<file path="src/rtl/pp_dma_pkg.sv">
package pp_dma_pkg;
  typedef enum logic [1:0] {ST_IDLE, ST_REQ, ST_DATA} dmaState_t;

  // control -> datapath strobes
  typedef struct packed {
    logic loadFirst;  // point at base of buffer 0
    logic accept;     // request granted, latch its length
    logic beat;       // one data word returned
    logic burstEnd;   // last word of current burst returned
  } dmaStrobe_t;

  localparam int STAT_W = 4;
  localparam int ST_EOF0 = 0;
  localparam int ST_EOF1 = 1;
  localparam int ST_DONE = 2;
  localparam int ST_UNDR = 3;
endpackage

</file>
<file path="src/rtl/pp_dma_ctrl.sv">
module pp_dma_ctrl
  import pp_dma_pkg::*;
#(
  parameter int LEN_W   = 5,
  parameter int SPACE_W = 6
) (
  input  logic             clk,
  input  logic             rstN,
  input  logic             cfgEnable,
  input  logic [SPACE_W-1:0] fifoSpace,
  input  logic [LEN_W-1:0] reqLen,
  input  logic             lastBeat,
  input  logic             rdGnt,
  input  logic             rdValid,
  output logic             rdReq,
  output logic             fifoWrEn,
  output dmaStrobe_t       stb
);
  dmaState_t state, stateNx;
  logic roomOk;

  assign roomOk = fifoSpace >= SPACE_W'(reqLen);

  always_comb begin
    stateNx  = state;
    stb      = '0;
    rdReq    = 1'b0;
    fifoWrEn = 1'b0;
    unique case (state)
      ST_IDLE: begin
        if (cfgEnable) begin
          stb.loadFirst = 1'b1;
          stateNx       = ST_REQ;
        end
      end
      ST_REQ: begin
        if (!cfgEnable) begin
          stateNx = ST_IDLE;
        end else begin
          rdReq = roomOk;
          if (roomOk && rdGnt) begin
            stb.accept = 1'b1;
            stateNx    = ST_DATA;
          end
        end
      end
      ST_DATA: begin
        if (rdValid) begin
          fifoWrEn = 1'b1;
          stb.beat = 1'b1;
          if (lastBeat) begin
            stb.burstEnd = 1'b1;
            stateNx      = cfgEnable ? ST_REQ : ST_IDLE;
          end
        end
      end
      default: stateNx = ST_IDLE;
    endcase
  end

  always_ff @(posedge clk or negedge rstN) begin
    if (!rstN) state <= ST_IDLE;
    else       state <= stateNx;
  end
endmodule

</file>
<file path="src/rtl/pp_dma_path.sv">
module pp_dma_path
  import pp_dma_pkg::*;
#(
  parameter int ADDR_W    = 32,
  parameter int MAX_BURST = 16,
  parameter int LEN_W     = 5
) (
  input  logic              clk,
  input  logic              rstN,
  input  dmaStrobe_t        stb,
  input  logic              cfgDual,
  input  logic [2:0]        cfgBurstSel,
  input  logic [ADDR_W-1:0] fb0Base,
  input  logic [ADDR_W-1:0] fb0Ceil,
  input  logic [ADDR_W-1:0] fb1Base,
  input  logic [ADDR_W-1:0] fb1Ceil,
  input  logic [STAT_W-1:0] irqEn,
  input  logic [STAT_W-1:0] statClear,
  input  logic              fifoEmptyRd,
  output logic [ADDR_W-1:0] curAddr,
  output logic [LEN_W-1:0]  reqLen,
  output logic              lastBeat,
  output logic [STAT_W-1:0] status,
  output logic              irq
);
  localparam int MAX_SEL = $clog2(MAX_BURST);

  logic              curBuf;
  logic [LEN_W-1:0]  beatCnt;
  logic [LEN_W-1:0]  burstLen;
  logic              endsBuf;
  logic [ADDR_W-1:0] ceilNow;
  logic [ADDR_W-1:0] wordsLeft;
  logic [2:0]        selEff;
  logic [LEN_W-1:0]  burstWords;
  logic              nextBuf;
  logic [STAT_W-1:0] setVec;
  logic              frameEnd;

  assign selEff     = (int'(cfgBurstSel) > MAX_SEL) ? 3'(MAX_SEL) : cfgBurstSel;
  assign burstWords = LEN_W'(1) << selEff;
  assign ceilNow    = curBuf ? fb1Ceil : fb0Ceil;
  assign wordsLeft  = ((ceilNow - curAddr) >> 2) + ADDR_W'(1);
  assign reqLen     = (wordsLeft >= ADDR_W'(burstWords)) ? burstWords : LEN_W'(1);
  assign lastBeat   = (beatCnt == LEN_W'(1));
  assign nextBuf    = cfgDual ? ~curBuf : 1'b0;
  assign frameEnd   = stb.burstEnd && endsBuf;

  always_ff @(posedge clk or negedge rstN) begin
    if (!rstN) begin
      curAddr  <= '0;
      curBuf   <= 1'b0;
      beatCnt  <= '0;
      burstLen <= '0;
      endsBuf  <= 1'b0;
    end else begin
      if (stb.loadFirst) begin
        curAddr <= fb0Base;
        curBuf  <= 1'b0;
      end
      if (stb.accept) begin
        burstLen <= reqLen;
        beatCnt  <= reqLen;
        endsBuf  <= (ADDR_W'(reqLen) == wordsLeft);
      end else if (stb.beat) begin
        beatCnt <= beatCnt - LEN_W'(1);
      end
      if (stb.burstEnd) begin
        if (endsBuf) begin
          curBuf  <= nextBuf;
          curAddr <= nextBuf ? fb1Base : fb0Base;
        end else begin
          curAddr <= curAddr + (ADDR_W'(burstLen) << 2);
        end
      end
    end
  end

  assign setVec[ST_EOF0] = frameEnd && !curBuf;
  assign setVec[ST_EOF1] = frameEnd && curBuf;
  assign setVec[ST_DONE] = frameEnd;
  assign setVec[ST_UNDR] = fifoEmptyRd;

  genvar gi;
  generate
    for (gi = 0; gi < STAT_W; gi++) begin : g_stat
      always_ff @(posedge clk or negedge rstN) begin
        if (!rstN)            status[gi] <= 1'b0;
        else if (setVec[gi])  status[gi] <= 1'b1;
        else if (statClear[gi]) status[gi] <= 1'b0;
      end
    end
  endgenerate

  assign irq = |(status & irqEn);
endmodule

</file>
<file path="src/rtl/pp_fb_dma.sv">
module pp_fb_dma
  import pp_dma_pkg::*;
#(
  parameter int ADDR_W    = 32,
  parameter int DATA_W    = 32,
  parameter int MAX_BURST = 16,
  parameter int SPACE_W   = 6,
  localparam int LEN_W    = $clog2(MAX_BURST) + 1
) (
  input  logic              clk,
  input  logic              rstN,
  input  logic              cfgEnable,
  input  logic              cfgDual,
  input  logic [2:0]        cfgBurstSel,
  input  logic [ADDR_W-1:0] fb0Base,
  input  logic [ADDR_W-1:0] fb0Ceil,
  input  logic [ADDR_W-1:0] fb1Base,
  input  logic [ADDR_W-1:0] fb1Ceil,
  input  logic [3:0]        irqEn,
  input  logic [3:0]        statClear,
  output logic              rdReq,
  output logic [ADDR_W-1:0] rdAddr,
  output logic [LEN_W-1:0]  rdLen,
  input  logic              rdGnt,
  input  logic              rdValid,
  input  logic [DATA_W-1:0] rdData,
  input  logic [SPACE_W-1:0] fifoSpace,
  output logic              fifoWrEn,
  output logic [DATA_W-1:0] fifoWrData,
  input  logic              fifoEmptyRd,
  output logic [3:0]        status,
  output logic              irq
);
  dmaStrobe_t stb;
  logic       lastBeat;

  pp_dma_ctrl #(.LEN_W(LEN_W), .SPACE_W(SPACE_W)) u_ctrl (
    .clk(clk), .rstN(rstN), .cfgEnable(cfgEnable), .fifoSpace(fifoSpace),
    .reqLen(rdLen), .lastBeat(lastBeat), .rdGnt(rdGnt), .rdValid(rdValid),
    .rdReq(rdReq), .fifoWrEn(fifoWrEn), .stb(stb)
  );

  pp_dma_path #(.ADDR_W(ADDR_W), .MAX_BURST(MAX_BURST), .LEN_W(LEN_W)) u_path (
    .clk(clk), .rstN(rstN), .stb(stb), .cfgDual(cfgDual), .cfgBurstSel(cfgBurstSel),
    .fb0Base(fb0Base), .fb0Ceil(fb0Ceil), .fb1Base(fb1Base), .fb1Ceil(fb1Ceil),
    .irqEn(irqEn), .statClear(statClear), .fifoEmptyRd(fifoEmptyRd),
    .curAddr(rdAddr), .reqLen(rdLen), .lastBeat(lastBeat),
    .status(status), .irq(irq)
  );

  assign fifoWrData = rdData;
endmodule

</file>
<file path="config.mk">
export PLATFORM = sky130hd
export DESIGN_NAME = pp_fb_dma
export DESIGN_NICKNAME = d
export VERILOG_FILES = /design/src/rtl/pp_dma_pkg.sv /design/src/rtl/pp_dma_ctrl.sv /design/src/rtl/pp_dma_path.sv /design/src/rtl/pp_fb_dma.sv
export SDC_FILE = /design/constraint.sdc
export NUM_CORES = 1
export LEC_CHECK = 0
export BUFFER_PORTS_ARGS = -buffer_cell sky130_fd_sc_hd__buf_2
export CORE_MARGIN = 2
export CORE_UTILIZATION = 47
export CTS_BUF_LIST = sky130_fd_sc_hd__clkbuf_4
export DETAILED_ROUTE_END_ITERATION = 6
export HOLD_SLACK_MARGIN = 0.05
export PLACE_DENSITY_LB_ADDON = 0.08
export SYNTH_ARGS = -nofsm -noshare
export SYNTH_HDL_FRONTEND = slang
export SYNTH_SLANG_ARGS = --single-unit
</file>
<file path="constraint.sdc">
create_clock -name clk -period 7 [get_ports clk]
set_input_delay 0.7 -clock clk [delete_from_list [all_inputs] [get_ports clk]]
set_output_delay 0.7 -clock clk [all_outputs]
set_load 0.1 [all_outputs]
</file>
* Word level (Yosys, flattened, before mapping) *
Index checks and enable logic that the tools add are counted.

word-level totals
  bits in registers = 50
  input bits = 184
  output and inout bits = 76
  logic and storage cells = 82

cells by class
  add/sub/neg operators = 4
  $lt $le $gt $ge = 3
  eq/ne operators = 8
  shift operators = 1
  multiplexer cells = 40
  bitwise logic cells = 2
  reduce and logical (&&, ||, !) cells = 14

operators by type and width
  kind                   number
  $mux 32                5
  $add 32x7->32          1
  $eq 5x32->1            1
  $ge 32x5->1            1
  $sub 32x32->32         1
  $add 30x1->31 const B  1
  $mux 1                 23
  $mux 5                 3
  $mux 2                 7
  $reduce_bool 2->1      6
  $ge 6x5->1             1
  $ne 2x2->1 const B     3
  $pmux 2 s3             1
  $eq 5x1->1 const B     1
  $shl 1x3->5 const A    1
  $sub 5x1->5 const B    1
  $and 4x4->4            1
  $logic_and 1x1->1      4
  $reduce_and 4->1       1
  $reduce_or 4->1        1
  $gt 3x3->1 const B     1
  $mux 3                 1
  $ne 3x2->1 const B     1
  $eq 2x1->1 const B     1
  other kinds (4)        4

* Depth between registers and ports, before layout *
  depth in word-level cells = 11
  gate-level depth with buffers = 32

* By module *
A second synthesis with hierarchy kept.

unflattened totals
  cell total of the unflattened synthesis = 1,038
  area, all modules = 7,724.9 sq um

modules (own cells, without submodules)
  module       times used  cells each  area an instance (sq um)
  pp_dma_path  1           973         7,223.2
  pp_dma_ctrl  1           33          261.5
  pp_fb_dma    1           32          240.2

* Least setup slack after synthesis *
No wires, ideal clock.

  path kind = register -> output
  from = register u_path.curBuf
  to = output port rdReq
  arrival = 7.132 ns
  required time = 6.300 ns
  slack = -0.832 ns
  stages on the path, launching flop included = 26
  path buffers = 3
  cell sequence = dfrtp_1 -> buf_6 -> clkbuf_1 -> mux2_2 -> ha_1 -> buf_2 -> o211ai_1 -> or2_2 -> a211o_1 -> o21a_1 -> a311oi_2 -> nand4_2 -> or4b_4 -> o31a_1 -> a211oi_2 -> nand4_1 -> or3_4 -> o31ai_1 -> ha_1 -> nand2b_1 -> a21o_1 -> a21oi_1 -> nor2b_1 -> o21ai_0 -> nand2_1 -> and3_1

between the ends
  longest elaborated chain between the ends = 8

RTL lines
  element                 line               source
  from (decl)             pp_dma_path.sv:28  logic curBuf;
  from (signal assigned)  pp_dma_path.sv:70  curBuf <= nextBuf;
  $mux 32                 pp_dma_path.sv:42  assign ceilNow = curBuf ? fb1Ceil : fb0Ceil;
  $sub 32x32->32          pp_dma_path.sv:43  assign wordsLeft = ((ceilNow - curAddr) >> 2) + ADDR_W'(1);
  $add 30x1->31           pp_dma_path.sv:43
  $ge 32x5->1             pp_dma_path.sv:44  assign reqLen = (wordsLeft >= ADDR_W'(burstWords)) ? burstWords : LEN_W'(1);
  $mux 5                  pp_dma_path.sv:44
  net rdLen[0]            pp_fb_dma.sv:23    output logic [LEN_W-1:0] rdLen,
  $ge 6x5->1              pp_dma_ctrl.sv:22  assign roomOk = fifoSpace >= SPACE_W'(reqLen);
  $mux 1                  pp_dma_ctrl.sv:37  if (!cfgEnable) begin
  $mux 1                  pp_dma_ctrl.sv:29  unique case (state)
  to (decl)               pp_fb_dma.sv:21    output logic rdReq,

The timed path passes the listed nets, and every way through them passes these cells.

* Final worst setup path *
  from = register u_path.curBuf
  to = output port rdReq

between the ends
  longest elaborated chain between the ends = 8

RTL lines
  element         line
  $mux 32         pp_dma_path.sv:42
  $sub 32x32->32  pp_dma_path.sv:43
  $add 30x1->31   pp_dma_path.sv:43
  $ge 32x5->1     pp_dma_path.sv:44
  $mux 5          pp_dma_path.sv:44
  $ge 6x5->1      pp_dma_ctrl.sv:22
  $mux 1          pp_dma_ctrl.sv:37
  $mux 1          pp_dma_ctrl.sv:29

Every way passes these cells.

==> metrics.md <==
| Metric | Value |
|---|---|
| Status | `complete, no violations` |
| Clk buf depth | `2` |
| Hold-fix buffers, CTS | `0` |
| Yosys warnings | `0` |
| DRT antenna net count | `0` |
| Min-Delay Path Class | `in2async` |
| Fin. Hold Viols | `0` |
| Overall Power | `between 3 and 4 mW` |
| Total negative slack | `0 ps` |
| First-pass GRT wire length | `37.89 mm` |
| Clock Sinks | `50` |
| TritonCTS buffer count | `5` |
| Compound-Gate Fraction of Synth Area | `a little over a quarter` |
| Max-Cap Viols | `0` |
| FF-to-FF Start | `u_path.curBuf` |
| Row count | `45` |
| Most frequent cells in the layout | `buf_2, nand2_1, o21ai_0` |
| Crit path capture type | `primary output` |
| Cell Area, Synth | `7184 um^2` |
| Routed Wire Length | `24.51 mm` |
| Overflow after GRT | `0` |
| RD Place Congestion | `around 0.9` |
| DP Wirelength | `approximately 19 mm` |
| DRC marker count from the first detailed-route iteration | `approximately 540` |
| Post-synth top flop | `dfrtp_1` |
| Slew HR | `between 20% and 30%` |
| Max Clk Rate | `147.7 MHz` |
| XOR/XNOR Fraction of Synth Area | `about 7.8%` |
| Crit. Startpoint | `u_path.curBuf` |
| Distinct cells, synth | `between 80 and 90` |
| P_leak | `approximately 4.1 nW` |
| Clk_skew | `~12 ps` |
| Root Buffer | `clkbuf_4` |
| Fin cells | `1373` |
| Period Utilization, post-route | `between 90% and 100%` |
| Most area-hungry cell type in the Yosys netlist | `dfrtp_1` |
| Via/cell ratio | `roughly 6` |
| Synth top area share | `17.42%` |
| CTS tree | `yes` |
| WL/cell | `around 18 um` |
| Reg clk slew, reported paths | `roughly 170 ps` |
| Largest family of logic cells by synthesized area | `compound AO/OA/AOI/OAI gates` |
| Final Instance Area | `approximately 9400 um^2` |
| Io pins | `260` |
| Clock latency on the worst-skew pair | `400 ps` |
| CTS H-tree lvls | `2` |
| Largest net degree at the start of global routing | `65` |
| Crit start category | `flop` |
| Total iterations of the first detailed-routing run | `5` |
| Post-synth EDFFs | `0` |
| Residual DRC | `0` |
| Initial Util | `between 40% and 50%` |
| Die height | `127.6 um` |
| Synth Net Count | `around 1200` |
| Commonest non-fill, non-tap cell in the layout | `buf_2` |
| Placed cell area | `about 8400 um^2` |
| DP Cell Count | `roughly 1300` |
| WP data arrival | `between 6000 and 7000 ps` |
| Vias in the first global route | `7582` |
| Ratio of cells with drive above 1 in the final layout | `36.13%` |
| Fin crit period | `roughly 6800 ps` |
| Max Transition Viols Final | `0` |
| Register area share after synthesis | `between 15 and 20%` |
| Fillers | `~1400` |
| CP required | `approximately 6300 ps` |
| Final setup vio count | `0` |
| Gr usage total | `between 20% and 30%` |
| Die area | `16290 um^2` |
| Fin util | `~62%` |
| Mux contribution to synthesized area | `under 10%` |
| Simple-Gate Fraction of Synth Area | `between 20% and 30%` |
| Via count | `~8000` |
| Measured slew at the worst slew-check pin | `1070 ps` |
| Pwr dens | `approximately 370 nW/um^2` |
| Crit path max fanout | `7` |
| FFs w/ async S/R, synth | `between 90% and 100%` |
| Final net count | `around 1400` |
| Initial antenna violation count | `2` |
| Die Width | `roughly 130 um` |
| Avg Cell Area, Syn | `7.369 um^2` |
| Yosys reg bits | `50` |
| Post-Syn Instances | `975` |
| Worst vdd ir | `approximately 0.00021 V` |
| Synth Area in Adders | `under 10%` |
| Number of I/O port buffers | `195` |
| Synthesis-to-layout area growth | `31.03%` |
| Core area | `15090 um^2` |
| Largest cells by area after synthesis | `dfrtp_1, ha_1, o21ai_0` |
| Crit path kind | `reg2out` |
==> what timing repair did <==
item,4_1_cts,5_1_grt
endpoints found under the setup margin,1,1
buffers inserted,6,17
pin swaps,8,49
gates cloned,0,1
resized for setup,29,107
==> sequential cells by signal (all words and copies together), names as in the netlist <==
register	cells
u_path.curAddr	32
u_path.beatCnt	5
u_path.burstLen	5
u_path.status	4
u_ctrl.state	2
u_path.curBuf	1
u_path.endsBuf	1
==> area by class of cell <==
| cell class | instances | area, um^2 | share of cell area [%] |
|---|---|---|---|
| Sequential cell | 50 | 1256 | 13.34 |
| Antenna cell | 3 | 7.507 | 0.07974 |
| Tap cell | 188 | 235.2 | 2.499 |
| Clock buffer | 5 | 37.54 | 0.3987 |
| Clock inverter | 3 | 45.04 | 0.4785 |
| Inverter | 64 | 240.2 | 2.552 |
| Timing Repair Buffer | 277 | 1657 | 17.60 |
| Multi-Input combinational cell | 783 | 5936 | 63.05 |
==> critical path, stage by stage (launching register included) <==
cell and delay (ps):
dfrtp_2 430, buf_12 150, buf_4 150, mux2_2 390, ha_4 330, buf_4 150, nand2_1 90, nor2_4 130
o211ai_1 210, a32oi_1 250, nand3_1 150, nand2b_4 190, nor4_4 240, buf_4 150, nand4_1 110, or4_4 560
a21bo_1 200, or3_4 410, o31ai_4 80, ha_1 260, nand2b_4 130, a21o_1 160, a21oi_1 120, nor2b_1 60
o21ai_1 110, nand2_1 90, and3_4 190, buf_12 160
==> kinds of logic (layout without fill, tap and decap cells) <==
group                      after synthesis  count (layout)
and+or+nand+nor                        345             345
muxes                                   38              38
DFF                                     50              50
xor gates and xnor gates                63              63
other                                    0               3
AOI/OAI and AO/OA                      288             288
buffers and inverters                  142             349
adders and majority gates               49              49
==> worst paths after layout <==
| path | to | cells past startpoint | slack [ps] |
|---|---|---|---|
| worst min-delay path | u_path.curAddr[27] | 2 | 400 |
| worst min register to register | u_path.status[3] | 1 | 530 |
| worst max register to register | u_path.burstLen[0] | 29 | 650 |
| max in group asynchronous | u_path.curAddr[3] | 2 | 6080 |
| worst max-delay path | rdReq | 27 | 230 |
| min in group clk | u_path.status[3] | 2 | 470 |
==> report_power, final <==
group	switching, mW	internal (mW)
clock	0.109	0.0750
combinational	1.74	1.08
sequential	0.113	0.369
total	1.96	1.52
==> metal layers <==
metal | part of all wire (%) | GRT usage, % | up-vias
li1 | - | - | 3942
met1 | 44 | 37.17 | 3746
met2 | 48 | 49.32 | 307
met3 | 5.5 | 3.266 | 44
met4 | 3.1 | 9.244 | 0
met5 | 0 | 0 | -
==> through the flow <==
stage	hold WS (ps)	worst slack (ps)
2_1_floorplan	404.4	6.972
3_3_place_gp	479.6	63.86
3_5_place_dp	492.7	77.20
4_1_cts	411.6	4.017
5_1_grt	446.3	-67.84
6_report	403.4	230.1
==> synthesized netlist by cell type, types with 8 or more instances <==
library cell and count:
nor2_1 33, nand2_1 129, nand2b_1 9, xnor2_1 50, mux2_2 32, a31oi_1 10, xor2_1 12, ha_1 48
nand3_1 56, o21a_1 11, and3_1 11, o21ai_0 100, nor3_1 21, inv_1 64, a21o_1 14, clkbuf_1 39
and2_1 8, o21bai_1 9, dfrtp_1 50, nor2b_1 13, o211ai_1 8, a211oi_1 11, nand4_1 20, a22oi_1 33
a21oi_1 41, buf_4 32
Note: power is estimated with default switching activity, not from simulation.
